--- config.mk ---
export PLATFORM = sky130hd
export DESIGN_NAME = row_batch_former
export DESIGN_NICKNAME = d
export VERILOG_FILES = /design/src/rtl/rbf_pkg.sv /design/src/rtl/rbf_src_fifo.sv /design/src/rtl/rbf_route.sv /design/src/rtl/row_batch_former.sv
export SDC_FILE = /design/constraint.sdc
export NUM_CORES = 1
export LEC_CHECK = 0
export BUFFER_PORTS_ARGS = -buffer_cell sky130_fd_sc_hd__buf_2
export CAP_MARGIN = 10
export CELL_PAD_IN_SITES_DETAIL_PLACEMENT = 0
export CELL_PAD_IN_SITES_GLOBAL_PLACEMENT = 1
export CORE_UTILIZATION = 50
export DETAILED_ROUTE_END_ITERATION = 7
export PLACE_DENSITY_LB_ADDON = 0.1
export REMOVE_ABC_BUFFERS = 1
export SLEW_MARGIN = 20
export SYNTH_ARGS = -nofsm -noshare
export SYNTH_HDL_FRONTEND = slang
export SYNTH_SLANG_ARGS = --single-unit
--- constraint.sdc ---
create_clock -name clk -period 4.8 [get_ports clk]
set_input_delay 0.24 -clock clk [delete_from_list [all_inputs] [get_ports clk]]
set_output_delay 0.24 -clock clk [all_outputs]
set_load 0.01 [all_outputs]
--- src/rtl/rbf_pkg.sv ---
// Shared types for the row batch former.
// Assumes nothing beyond a SystemVerilog-2017 compiler.
package rbf_pkg;

    // Reason an open batch is closed in a given cycle (priority order)
    typedef enum logic [1:0] {
        CLOSE_NONE = 2'd0,
        CLOSE_ROW  = 2'd1,
        CLOSE_AGE  = 2'd2,
        CLOSE_FULL = 2'd3
    } close_cause_t;

endpackage

--- src/rtl/rbf_src_fifo.sv ---
// One source queue that groups same-row entries into batches.
// Only entries of closed batches are visible at the head.
// Assumes: push is never raised while full; the owner gates it.
module rbf_src_fifo
    import rbf_pkg::*;
#(
    parameter int DEPTH  = 4,
    parameter int DW     = 18,
    parameter int ROW_W  = 8,
    parameter int AGE_LO = 50,
    parameter int AGE_HI = 200
) (
    input  logic          clk,
    input  logic          rst_n,
    input  logic          push,
    input  logic [DW-1:0] push_data,
    input  logic [ROW_W-1:0] push_row,
    input  logic          low_int,
    input  logic          pop,
    output logic          empty,
    output logic          full,
    output logic          head_valid,
    output logic          head_last,
    output logic [DW-1:0] head_data
);
    localparam int PTR_W = (DEPTH > 1) ? $clog2(DEPTH) : 1;
    localparam int CNT_W = $clog2(DEPTH + 1);
    localparam int AMAX  = (AGE_HI > AGE_LO) ? AGE_HI : AGE_LO;
    localparam int AGE_W = $clog2(AMAX + 1);

    logic [DW-1:0]    mem  [DEPTH];
    logic [DEPTH-1:0] endf;
    logic [PTR_W-1:0] rd_ptr, wr_ptr, last_idx;
    logic [CNT_W-1:0] count, ready_cnt;
    logic [ROW_W-1:0] open_row;
    logic [AGE_W-1:0] age, thr;
    logic             open_b, pop_ok, close, start_new;
    close_cause_t     cause;

    // Status derived from occupancy
    always_comb begin
        empty      = (count == '0);
        full       = (count == CNT_W'(DEPTH));
        open_b     = (count != ready_cnt);
        head_valid = (ready_cnt != '0);
        pop_ok     = pop && head_valid;
        head_last  = endf[rd_ptr];
        head_data  = mem[rd_ptr];
        thr        = low_int ? AGE_W'(AGE_LO) : AGE_W'(AGE_HI);
        last_idx   = (wr_ptr == '0) ? PTR_W'(DEPTH - 1) : wr_ptr - 1'b1;
    end

    // Pick the close reason for the open batch this cycle
    always_comb begin
        cause = CLOSE_NONE;
        if (open_b) begin
            if (push && (push_row != open_row)) cause = CLOSE_ROW;
            else if (age >= thr)                cause = CLOSE_AGE;
            else if (full)                      cause = CLOSE_FULL;
        end
        close     = (cause != CLOSE_NONE);
        start_new = push && (close || !open_b);
    end

    // Entry storage and batch-end flags
    always_ff @(posedge clk) begin
        if (!rst_n) begin
            for (int i = 0; i < DEPTH; i++) mem[i] <= '0;
            endf <= '0;
        end else begin
            if (push) begin
                mem[wr_ptr]  <= push_data;
                endf[wr_ptr] <= 1'b0;
            end
            if (close) endf[last_idx] <= 1'b1;
        end
    end

    // Pointers and counters
    always_ff @(posedge clk) begin
        if (!rst_n) begin
            rd_ptr    <= '0;
            wr_ptr    <= '0;
            count     <= '0;
            ready_cnt <= '0;
        end else begin
            if (push)   wr_ptr <= (wr_ptr == PTR_W'(DEPTH - 1)) ? '0 : wr_ptr + 1'b1;
            if (pop_ok) rd_ptr <= (rd_ptr == PTR_W'(DEPTH - 1)) ? '0 : rd_ptr + 1'b1;
            count     <= count + CNT_W'(push) - CNT_W'(pop_ok);
            ready_cnt <= (close ? count : ready_cnt) - CNT_W'(pop_ok);
        end
    end

    // Open batch row and age of its oldest entry
    always_ff @(posedge clk) begin
        if (!rst_n) begin
            open_row <= '0;
            age      <= '0;
        end else if (start_new) begin
            open_row <= push_row;
            age      <= '0;
        end else if (close) begin
            age <= '0;
        end else if (open_b && (age < AGE_W'(AMAX))) begin
            age <= age + 1'b1;
        end
    end
endmodule

--- src/rtl/rbf_route.sv ---
// Decides, for the current request, bypass versus queueing.
// Bypass needs an empty source queue so per-source order holds.
// Assumes in_src is below NUM_SRC.
module rbf_route #(
    parameter int NUM_SRC   = 4,
    parameter int SRC_W     = 2,
    parameter int OCC_W     = 6,
    parameter int BYP_LIMIT = 16
) (
    input  logic               in_valid,
    input  logic [SRC_W-1:0]   in_src,
    input  logic [NUM_SRC-1:0] src_low_int,
    input  logic [OCC_W-1:0]   cmdq_occ,
    input  logic [NUM_SRC-1:0] fifo_empty,
    input  logic [NUM_SRC-1:0] fifo_full,
    output logic               take_byp,
    output logic               in_ready,
    output logic [NUM_SRC-1:0] push_vec
);
    logic byp_ok;

    // Bypass eligibility and acceptance
    always_comb begin
        byp_ok   = fifo_empty[in_src] &&
                   (src_low_int[in_src] || (cmdq_occ < OCC_W'(BYP_LIMIT)));
        in_ready = byp_ok || !fifo_full[in_src];
        take_byp = in_valid && byp_ok;
    end

    // One write enable per source queue
    for (genvar s = 0; s < NUM_SRC; s++) begin : g_push
        assign push_vec[s] = in_valid && !byp_ok && !fifo_full[s] &&
                             (in_src == SRC_W'(s));
    end
endmodule

--- src/rtl/row_batch_former.sv ---
// Top: per-source row batching with a bypass path.
// Assumes the downstream scheduler pops only valid heads and
// that the bypass path always accepts.
module row_batch_former #(
    parameter int NUM_SRC   = 4,
    parameter int DEPTH     = 4,
    parameter int BANK_W    = 3,
    parameter int ROW_W     = 8,
    parameter int COL_W     = 6,
    parameter int OCC_W     = 6,
    parameter int BYP_LIMIT = 16,
    parameter int AGE_LO    = 50,
    parameter int AGE_HI    = 200,
    localparam int SRC_W    = (NUM_SRC > 1) ? $clog2(NUM_SRC) : 1
) (
    input  logic                      clk,
    input  logic                      rst_n,
    input  logic                      in_valid,
    output logic                      in_ready,
    input  logic [SRC_W-1:0]          in_src,
    input  logic [BANK_W-1:0]         in_bank,
    input  logic [ROW_W-1:0]          in_row,
    input  logic [COL_W-1:0]          in_col,
    input  logic                      in_wr,
    input  logic [NUM_SRC-1:0]        src_low_int,
    input  logic [OCC_W-1:0]          cmdq_occ,
    output logic                      byp_valid,
    output logic [SRC_W-1:0]          byp_src,
    output logic [BANK_W-1:0]         byp_bank,
    output logic [ROW_W-1:0]          byp_row,
    output logic [COL_W-1:0]          byp_col,
    output logic                      byp_wr,
    output logic [NUM_SRC-1:0]        hd_valid,
    output logic [NUM_SRC-1:0]        hd_last,
    output logic [NUM_SRC*BANK_W-1:0] hd_bank,
    output logic [NUM_SRC*ROW_W-1:0]  hd_row,
    output logic [NUM_SRC*COL_W-1:0]  hd_col,
    output logic [NUM_SRC-1:0]        hd_wr,
    input  logic [NUM_SRC-1:0]        deq
);
    localparam int DW = BANK_W + ROW_W + COL_W + 1;

    logic [NUM_SRC-1:0] fifo_empty, fifo_full, push_vec;
    logic [DW-1:0]      in_data;

    // Pack the request payload and mirror it on the bypass path
    always_comb begin
        in_data  = {in_bank, in_row, in_col, in_wr};
        byp_src  = in_src;
        byp_bank = in_bank;
        byp_row  = in_row;
        byp_col  = in_col;
        byp_wr   = in_wr;
    end

    rbf_route #(
        .NUM_SRC(NUM_SRC), .SRC_W(SRC_W), .OCC_W(OCC_W), .BYP_LIMIT(BYP_LIMIT)
    ) route_i (
        .in_valid(in_valid), .in_src(in_src), .src_low_int(src_low_int),
        .cmdq_occ(cmdq_occ), .fifo_empty(fifo_empty), .fifo_full(fifo_full),
        .take_byp(byp_valid), .in_ready(in_ready), .push_vec(push_vec)
    );

    for (genvar s = 0; s < NUM_SRC; s++) begin : g_src
        logic [DW-1:0] hdat;

        rbf_src_fifo #(
            .DEPTH(DEPTH), .DW(DW), .ROW_W(ROW_W),
            .AGE_LO(AGE_LO), .AGE_HI(AGE_HI)
        ) fifo_i (
            .clk(clk), .rst_n(rst_n),
            .push(push_vec[s]), .push_data(in_data), .push_row(in_row),
            .low_int(src_low_int[s]), .pop(deq[s]),
            .empty(fifo_empty[s]), .full(fifo_full[s]),
            .head_valid(hd_valid[s]), .head_last(hd_last[s]), .head_data(hdat)
        );

        // Unpack head payload into the per-source slices
        assign {hd_bank[s*BANK_W +: BANK_W], hd_row[s*ROW_W +: ROW_W],
                hd_col[s*COL_W +: COL_W], hd_wr[s]} = hdat;
    end
endmodule

==> results of run 1 <==
[cell families after synthesis]
| family | after synthesis | synth area share |
|---|---|---|
| AO/OA/AOI/OAI | 96 | 0.0411 |
| buffers and inverters | 164 | 0.0401 |
| XOR/XNOR | 76 | 0.0335 |
| adder cells (fa/ha/maj) | 68 | 0.0443 |
| flip-flops | 416 | 0.564 |
| multiplexers | 118 | 0.108 |
| AND/OR/NAND/NOR | 592 | 0.169 |
[through the flow]
| stage | power [µW] | instances | area [µm²] | util | worst slack, ps |
|---|---|---|---|---|---|
| after detailed placement | 6660 | 2093 | 20900 | 0.537 | 1170 |
| after global placement | 6620 | 2093 | 20900 | 0.537 | 1230 |
| final | 9980 | 2177 | 22300 | 0.574 | 1440 |
| after global routing | 10500 | 2176 | 22300 | 0.574 | 1230 |
| after floorplan | 5870 | 1403 | 19200 | - | 1560 |
| after CTS | 10100 | 2176 | 22300 | 0.574 | 1390 |
[sequential cells by signal, summed over array words and instances, names as in the netlist, named ones only]
name                    count
g_src.fifo_i.ready_cnt     12
g_src.fifo_i.rd_ptr         8
g_src.fifo_i.count         12
g_src.fifo_i.mem          288
g_src.fifo_i.endf          16
g_src.fifo_i.wr_ptr         8
g_src.fifo_i.open_row      32
g_src.fifo_i.age           32
[per-layer routing]
metal,vias to the layer above,global-route usage,share of wire
met5,-,0,0
met2,232,0.351,0.48
met4,0,0.0639,0.020
met3,53,0.0329,0.046
li1,5620,-,-
met1,5714,0.309,0.45
[path summary, 6_finish.rpt]
kind | cells past startpoint | to
worst max-delay path | 8 | g_src[0].fifo_i.mem[1][17]
worst min-delay path | 4 | g_src[0].fifo_i.rd_ptr[1]
worst max register to register | 8 | g_src[0].fifo_i.mem[1][17]
worst min register to register | 2 | g_src[2].fifo_i.open_row[5]
[area by class of cell]
class | count | area, µm² | area share
clock buffers | 58 | 1220 | 0.0544
diodes | 1 | 2.50 | 0.000112
inverters | 37 | 141 | 0.00633
multi-input cells | 950 | 7920 | 0.355
well taps | 518 | 648 | 0.0290
flip-flops and latches | 416 | 11200 | 0.502
repair buffers | 172 | 958 | 0.0429
clock inverters | 25 | 238 | 0.0106
[layout by cell type (no fill, tap or decap), types with 4 or more instances in the layout]
master,netlist,routed
nand3_1,10,10
nand4_1,8,8
nor3b_1,6,6
bufinv_16,0,4
nand3b_1,8,8
a32o_1,16,16
clkinv_1,0,13
nand2_1,107,107
xnor2_1,25,25
buf_2,19,133
and2_1,301,301
clkbuf_1,62,10
nor2b_1,14,14
nand2b_1,18,18
nand4b_1,7,7
nor4_1,6,6
inv_1,33,33
edfxtp_1,288,288
a21oi_1,16,16
buf_4,34,39
a31oi_1,11,11
nor3_1,17,17
o21ai_0,5,5
mux4_2,78,78
xor2_1,51,51
fa_1,4,4
and3_1,19,19
or3_1,12,12
clkinv_2,0,5
a21boi_0,11,11
mux2i_1,40,40
clkbuf_16,0,46
ha_1,64,64
nor2_1,48,48
dfxtp_1,128,128
[report_power, final]
part           total (µW)  internal, µW  switching [µW]
logic                2220           994            1220
clock network        3430          2010            1420
registers            4330          4120             212
total                9980          7120            2860
[worst max-delay path: stages, from the launching register on]
cell and delay, ps:
dfxtp_1 480, nor3b_1 90, a22o_1 290, o22a_4 300
nor3b_2 730, and3_1 250, buf_4 240, nand2b_1 350
buf_4 300
==> impl_metrics.json, run 1 <==
{
  "max_freq_ghz": 0.297,
  "vias_per_cell": 5.34,
  "crit_type": "flip-flop to flip-flop",
  "drive_above_1_share": 0.203,
  "grt_use_total": 0.219,
  "tightest_slew_ps": 1010,
  "ys.flop_type": "edfxtp_1",
  "cp-start-kind": "flip-flop",
  "area_growth_pct": 12.3,
  "crit_path_start": "g_src[1].fifo_i.count[2]",
  "cp-end-kind": "flip-flop",
  "cts_resized": 0,
  "min_path_type": "input port to flip-flop",
  "cts_buffer_depth": 3,
  "path_clk_slew_ps": 60,
  "die_w_um": 201,
  "synthDistinctLibCells": 64,
  "rr_startpoint": "g_src[1].fifo_i.count[2]",
  "period_minus_slack_ps": 3360,
  "synth_common_cells": "and2_1 (301), edfxtp_1 (288), dfxtp_1 (128)",
  "yosysTopAreaCell": "edfxtp_1",
  "synth.most_common_cell": "and2_1",
  "period_share": 0.701,
  "yosys-top-cells-area": "edfxtp_1 (43%), dfxtp_1 (13%), and2_1 (9.5%)",
  "postCtsSetupBuffers": 0,
  "leakage_uw": 0.00871,
  "wirelength_um": 43100,
  "cts_made_buffers": 45,
  "grt_pass1_vias": 11571,
  "core-area_mm2": 0.0389,
  "antenna_found_initial": 1,
  "max-slew-margin-rel": 0.328,
  "cts_hold_buf": 0,
  "timing.hold.ws_ps": 97.6,
  "slew_viol_final": 0,
  "io_buffer_count": 134,
  "worstSkewPairLatency_ps": 580,
  "grt_pass1_wl_um": 67600,
  "synth_edf_count": 288,
  "io_pins": 139,
  "ys_seq_area_frac": 0.564,
  "peakVddDrop_v": 0.000276,
  "drt_pass1_iterations": 4,
  "critPathRequiredTime_ps": 5070,
  "rsz0062_at_grt": "no",
  "min_from": "deq[0]",
  "cts.sinks": 416,
  "grt_max_degree": 79,
  "overflow": 0,
  "die_area_mm2": 0.0406,
  "fin_nets": 1727,
  "hpwlAfterDp_um": 28000,
  "hold_viol_final": 0,
  "maxCapViolCount": 0,
  "clock_skew_ps": 12.9,
  "cts_root_buffer": "clkbuf_16",
  "r2r_setup_slack_ps": 1440,
  "syn_avg_cell_area_um2": 13.0,
  "globalplace.congestion": 0.780,
  "route.detailed.drc": 0,
  "synthArstFlopShare": 0,
  "start_util": 0.511,
  "worstPathArrival_ps": 3630,
  "vias": 11619,
  "wl_per_cell_um": 19.8,
  "tns_ps": 0,
  "h-tree-depth": 2,
  "synth-seq-cells": 416,
  "critPathMaxFanout": 19,
  "setup_viol": 0,
  "cts_tree": "yes",
  "ant_nets": 0,
  "drtIter0Drc": 634,
  "synth_warnings": 0,
  "fillCellCount": 3228,
  "synth_top_area_share": 0.435,
  "outcome": "complete, no violations",
  "netlist_area_mm2": 0.0199,
  "syn_inst": 1530,
  "num_rows": 72,
  "die-height_um": 201,
  "powerDensity_mw_per_mm2": 447
}
Note: power is estimated with default switching activity, not from simulation.
==> run 2, diff against run 1 <==
Clock period 4.8 ns to 3.45 ns, I/O delays scaled along.
==> run 2 against run 1 <==
  * Sequential power grew 39%
  * Register-to-register slack lost 1000 ps
  * Power grew 39%
  * Wire length grew 1.7%
  * Sequential cell count is the same
  * Maximum frequency grew 11%
  * Clock power grew 37%
  * Non-clock buffer count grew 18
  * Core utilization grew 0.37 points
  * Die area is the same
  * Largest cell class unchanged
  * Highest routed layer unchanged
==> impl_metrics.json, run 2 (synthesis gave the netlist of run 1 again) <==
{
  "outcome": "complete, no violations",
  "fin_util": 0.578,
  "grt_max_degree": 83,
  "grt_use_total": 0.220,
  "start_util": 0.511,
  "worstPathArrival_ps": 3500,
  "cp-start-kind": "flip-flop",
  "globalplace.congestion": 0.769,
  "area_growth_pct": 13.0,
  "period_share": 0.880,
  "die_area_mm2": 0.0406,
  "setup_viol": 0,
  "slew_viol_final": 0,
  "vias_per_cell": 5.34,
  "cp-end-kind": "flip-flop",
  "clock_skew_ps": 12.3,
  "core-area_mm2": 0.0389,
  "ant_nets": 0,
  "tightest_slew_ps": 973,
  "maxCapViolCount": 0,
  "h-tree-depth": 2,
  "cts_tree": "yes",
  "antenna_found_initial": 0,
  "drive_above_1_share": 0.211,
  "critPathRequiredTime_ps": 3910,
  "drtIter0Drc": 541,
  "io_buffer_count": 134,
  "hpwlAfterDp_um": 28900,
  "fillCellCount": 3259,
  "postCtsSetupBuffers": 0,
  "worstSkewPairLatency_ps": 560,
  "period_minus_slack_ps": 3030,
  "wl_per_cell_um": 20.0,
  "cts.sinks": 416,
  "wirelength_um": 43800,
  "crit_chain": "or4b_1, o32ai_2, o22ai_4, and3_1, inv_2, ha_1, inv_1, ha_1, fa_1, xor2_1, xnor2_1, and2_1",
  "grt_pass1_vias": 11838,
  "powerDensity_mw_per_mm2": 618,
  "vias": 11705,
  "hold_viol_final": 0,
  "crit_top_cell": "ha_1",
  "die_w_um": 201,
  "largest_reg_flops": 288,
  "leakage_uw": 0.00879,
  "cts_made_buffers": 45,
  "reg_top3": "g_src.fifo_i.mem x288, g_src.fifo_i.age x32, g_src.fifo_i.open_row x32",
  "crit_type": "flip-flop to flip-flop",
  "tns_ps": 0,
  "mostFrequentLayoutCell": "and2_1",
  "antenna_cells": 0,
  "io_pins": 139,
  "critPathMaxFanout": 8,
  "path_clk_slew_ps": 60,
  "grt_pass1_wl_um": 68200,
  "fin_nets": 1745,
  "peakVddDrop_v": 0.000404,
  "die-height_um": 201,
  "rsz0062_at_grt": "no",
  "route.detailed.drc": 0,
  "drt_pass1_iterations": 5,
  "dp.cells": 2109,
  "largest_register": "g_src.fifo_i.mem",
  "max_freq_ghz": 0.330,
  "critPathMaxStageDelay_ps": 530,
  "num_rows": 72,
  "max-slew-margin-rel": 0.350,
  "cp_slowest_cell": "or4b_1",
  "layout.cells.non_filler": 2194,
  "cts_buffer_depth": 3,
  "final_cell_mix": "and2_1 (301), edfxtp_1 (288), buf_2 (133)",
  "cts_root_buffer": "clkbuf_16",
  "min_path_type": "input port to flip-flop",
  "overflow": 0
}
## run 2: cell count changes in the layout (fill, tap and decap cells not counted), sizes merged
cell,delta
dlygate4sd3,+2
buf,+16
inv,-1
bufinv,-2
clkbuf,+13
diode,-1
clkinv,-10
## run 2: cell type report
cell class              count  area, µm²  share of cell area
clock buffers              71       1320              0.0585
clock inverters            12        120             0.00534
inverters                  37        141             0.00629
multi-input cells         950       7920               0.352
flip-flops and latches    416      11200               0.499
well taps                 518        648              0.0288
repair buffers            190       1120              0.0500
## run 2: path summary, 6_finish.rpt
kind                                                  start                           to  slack [ps]  cells past startpoint
worst max-delay path               g_src[2].fifo_i.count[0]     g_src[2].fifo_i.count[2]         420                     12
worst min-delay path                                 deq[3]                    flip-flop          30                      4
worst min register to register  g_src[2].fifo_i.open_row[5]  g_src[2].fifo_i.open_row[5]         470                      2
worst max register to register     g_src[2].fifo_i.count[0]     g_src[2].fifo_i.count[2]         420                     12
## run 2: per-layer routing
metal  part of all wire  vias up  track usage
li1                   -     5658            -
met1               0.44     5775        0.294
met2               0.49      225        0.370
met3              0.048       47       0.0420
met4              0.018        0       0.0563
met5                  0        -            0
## run 2: what timing repair did
item | CTS | global route
resized for setup | 0 | 0
endpoints found under the hold margin | 7 | 0
hold buffers | 2 | 0
## run 2: metrics by stage
stage | area [µm²] | worst slack, ps | hold slack [ps] | total power (µW)
floorplan | 19200 | 219 | 294 | 8170
global placement | 21000 | 248 | 454 | 9310
detailed placement | 21000 | 215 | 459 | 9350
CTS | 22500 | 381 | 3.63 | 14100
global route | 22500 | 167 | 73.3 | 14600
finish | 22500 | 415 | 33.2 | 13900
## run 2: where the power goes
part	switching, µW	leakage (µW)	internal [µW]	total, µW
clock	1930	0.000698	2760	4690
sequential	297	0.00402	5730	6030
combinational	1720	0.00408	1440	3160
## run 2: worst max-delay path, delay by kind of cell, from the launching register on
family / cells / cell delay (ps)
compound gates: 2 / 430
xor+xnor: 2 / 290
fa+ha+maj: 3 / 710
buf+inv: 2 / 130
flops: 1 / 360
simple gates: 3 / 1000
==> run 3, diff against run 2 <==
Clock period 3.45 ns to 3.23 ns, I/O delays scaled along.
==> run 3 against run 2 <==
  * Count of clock-buffer cells in the layout fell by 11
  * Core utilization is 0.35 points higher
  * Largest cell class unchanged
  * Final cell count grew 0.55%
  * Sequential cell count unchanged
  * Non-clock buffer count up 13
  * Die area did not move
  * Highest routed layer unchanged
  * Hold slack lost 20 ps
  * Clock power grew 11%
  * Worst setup slack worse by 150 ps
  * Register-to-register slack worse by 150 ps
  * Critical path depth did not move
==> impl_metrics.json, run 3 (synthesis gave the netlist of run 1 again) <==
{
  "drtIter0Drc": 551,
  "drt-met1-wl_um": 19600,
  "cts_resized": 0,
  "overflow": 0,
  "final_cell_mix": "and2_1 (301), edfxtp_1 (288), buf_2 (133)",
  "cp-start-kind": "flip-flop",
  "cts_root_buffer": "clkbuf_16",
  "peakVddDrop_v": 0.000390,
  "cp_slowest_cell": "or4b_1",
  "drive_above_1_share": 0.220,
  "io_buffer_count": 134,
  "vias": 11784,
  "outcome": "complete, no violations",
  "route.detailed.drc": 0,
  "slew_viol_final": 0,
  "wl_per_cell_um": 19.6,
  "fillCellCount": 3248,
  "fin_nets": 1758,
  "die_area_mm2": 0.0406,
  "setup_viol": 0,
  "crit_top_cell": "ha_1",
  "vias_per_cell": 5.34,
  "area_growth_pct": 13.7,
  "tightest_slew_ps": 972,
  "period_minus_slack_ps": 2970,
  "critPathRequiredTime_ps": 3700,
  "globalplace.congestion": 0.779,
  "mostFrequentLayoutCell": "and2_1",
  "critPathMaxFanout": 8,
  "cp-end-kind": "flip-flop",
  "top_layer_used": "met4",
  "wirelength_um": 43200,
  "drt_pass1_iterations": 5,
  "multi_input_area_mm2": 0.00792,
  "path_clk_slew_ps": 60,
  "period_share": 0.919,
  "met3_length_um": 1790,
  "crit_chain": "or4b_1, o32ai_2, o22ai_4, and3_1, inv_4, o21ai_0, mux2i_1, ha_1, ha_1, and3b_1, o211ai_1, nand2_1",
  "largest_reg_flops": 288,
  "maxCapViolCount": 0,
  "num_rows": 72,
  "hpwlAfterDp_um": 28600,
  "leakage_uw": 0.00889,
  "worstSkewPairLatency_ps": 580,
  "total_power_uw": 15000,
  "grt_max_degree": 133,
  "rsz0062_at_grt": "no",
  "cts_buffer_depth": 3,
  "h-tree-depth": 2,
  "die-height_um": 201,
  "wl_met2_um": 20900,
  "antenna_found_initial": 1,
  "cts_tree": "yes",
  "start_util": 0.511,
  "postCtsSetupBuffers": 0,
  "reg_top3": "g_src.fifo_i.mem x288, g_src.fifo_i.age x32, g_src.fifo_i.open_row x32",
  "fin_util": 0.581,
  "crit_type": "flip-flop to flip-flop",
  "grt_use_total": 0.218,
  "worstPathArrival_ps": 3440,
  "cts_made_buffers": 45,
  "hold_viol_final": 0,
  "max-slew-margin-rel": 0.351,
  "core-area_mm2": 0.0389,
  "powerDensity_mw_per_mm2": 665,
  "cts.sinks": 416,
  "min_path_type": "input port to flip-flop",
  "die_w_um": 201,
  "grt_pass1_vias": 11812,
  "largest_register": "g_src.fifo_i.mem",
  "critPathMaxStageDelay_ps": 490,
  "clock_skew_ps": 26.9,
  "max_freq_ghz": 0.337,
  "antenna_cells": 0,
  "regArea_mm2": 0.0112,
  "io_pins": 139,
  "cts_hold_buf": 1,
  "grt_pass1_wl_um": 67700,
  "ant_nets": 0
}
-- run 3: changes by cell type in the layout (fill, tap and decap cells not counted), moves of 2 or more --
| cell | change |
|---|---|
| buf_4 | +15 |
| clkbuf_1 | -8 |
| clkbuf_8 | -5 |
| bufinv_16 | +3 |
| clkinv_1 | +3 |
| clkinv_2 | +2 |
-- run 3: power breakdown --
part,internal (µW),switching (µW),total [µW]
clock,3120,2070,5190
combinational,1580,1840,3420
sequential,6120,307,6430
total,10800,4220,15000
-- run 3: worst paths after layout --
path                            slack, ps  cells after the start                         from                            to
worst min-delay path                   10                      4                       deq[3]                     flip-flop
worst min register to register        470                      2  g_src[2].fifo_i.open_row[4]   g_src[2].fifo_i.open_row[4]
worst max-delay path                  260                     12     g_src[2].fifo_i.count[1]  g_src[1].fifo_i.ready_cnt[2]
worst max register to register        260                     12     g_src[2].fifo_i.count[1]  g_src[1].fifo_i.ready_cnt[2]
-- run 3: critical path: cells and delay by family (launching register included) --
family                     cells  cell delay (ps)
AOI/OAI and AO/OA              4              780
muxes                          1              160
adders and majority gates      2              420
buffers and inverters          1              140
DFF                            1              360
and+or+nand+nor                4              990
-- run 3: metrics by stage --
step	TNS [ps]	area [µm²]	cells	worst slack, ps	hold WS, ps
floorplan	-15.2	19200	1403	-0.846	283
global placement	0	21100	2123	288	454
detailed placement	0	21100	2123	197	458
CTS	0	22600	2206	262	3.48
global route	0	22600	2206	7.67	63.9
finish	0	22600	2206	261	13.2
-- run 3: final cells by class --
| type | count | share of cell area |
|---|---|---|
| clock inverters | 22 | 0.0106 |
| inverters | 37 | 0.00625 |
| multi-input cells | 950 | 0.350 |
| well taps | 518 | 0.0287 |
| clock buffers | 60 | 0.0552 |
| flip-flops and latches | 416 | 0.496 |
| repair buffers | 203 | 0.0533 |
-- run 3: layer usage --
layer | vias to the layer above | global-route usage
met3 | 57 | 0.0293
met4 | 0 | 0.0663
met1 | 5814 | 0.299
li1 | 5686 | -
met2 | 227 | 0.363
met5 | - | 0
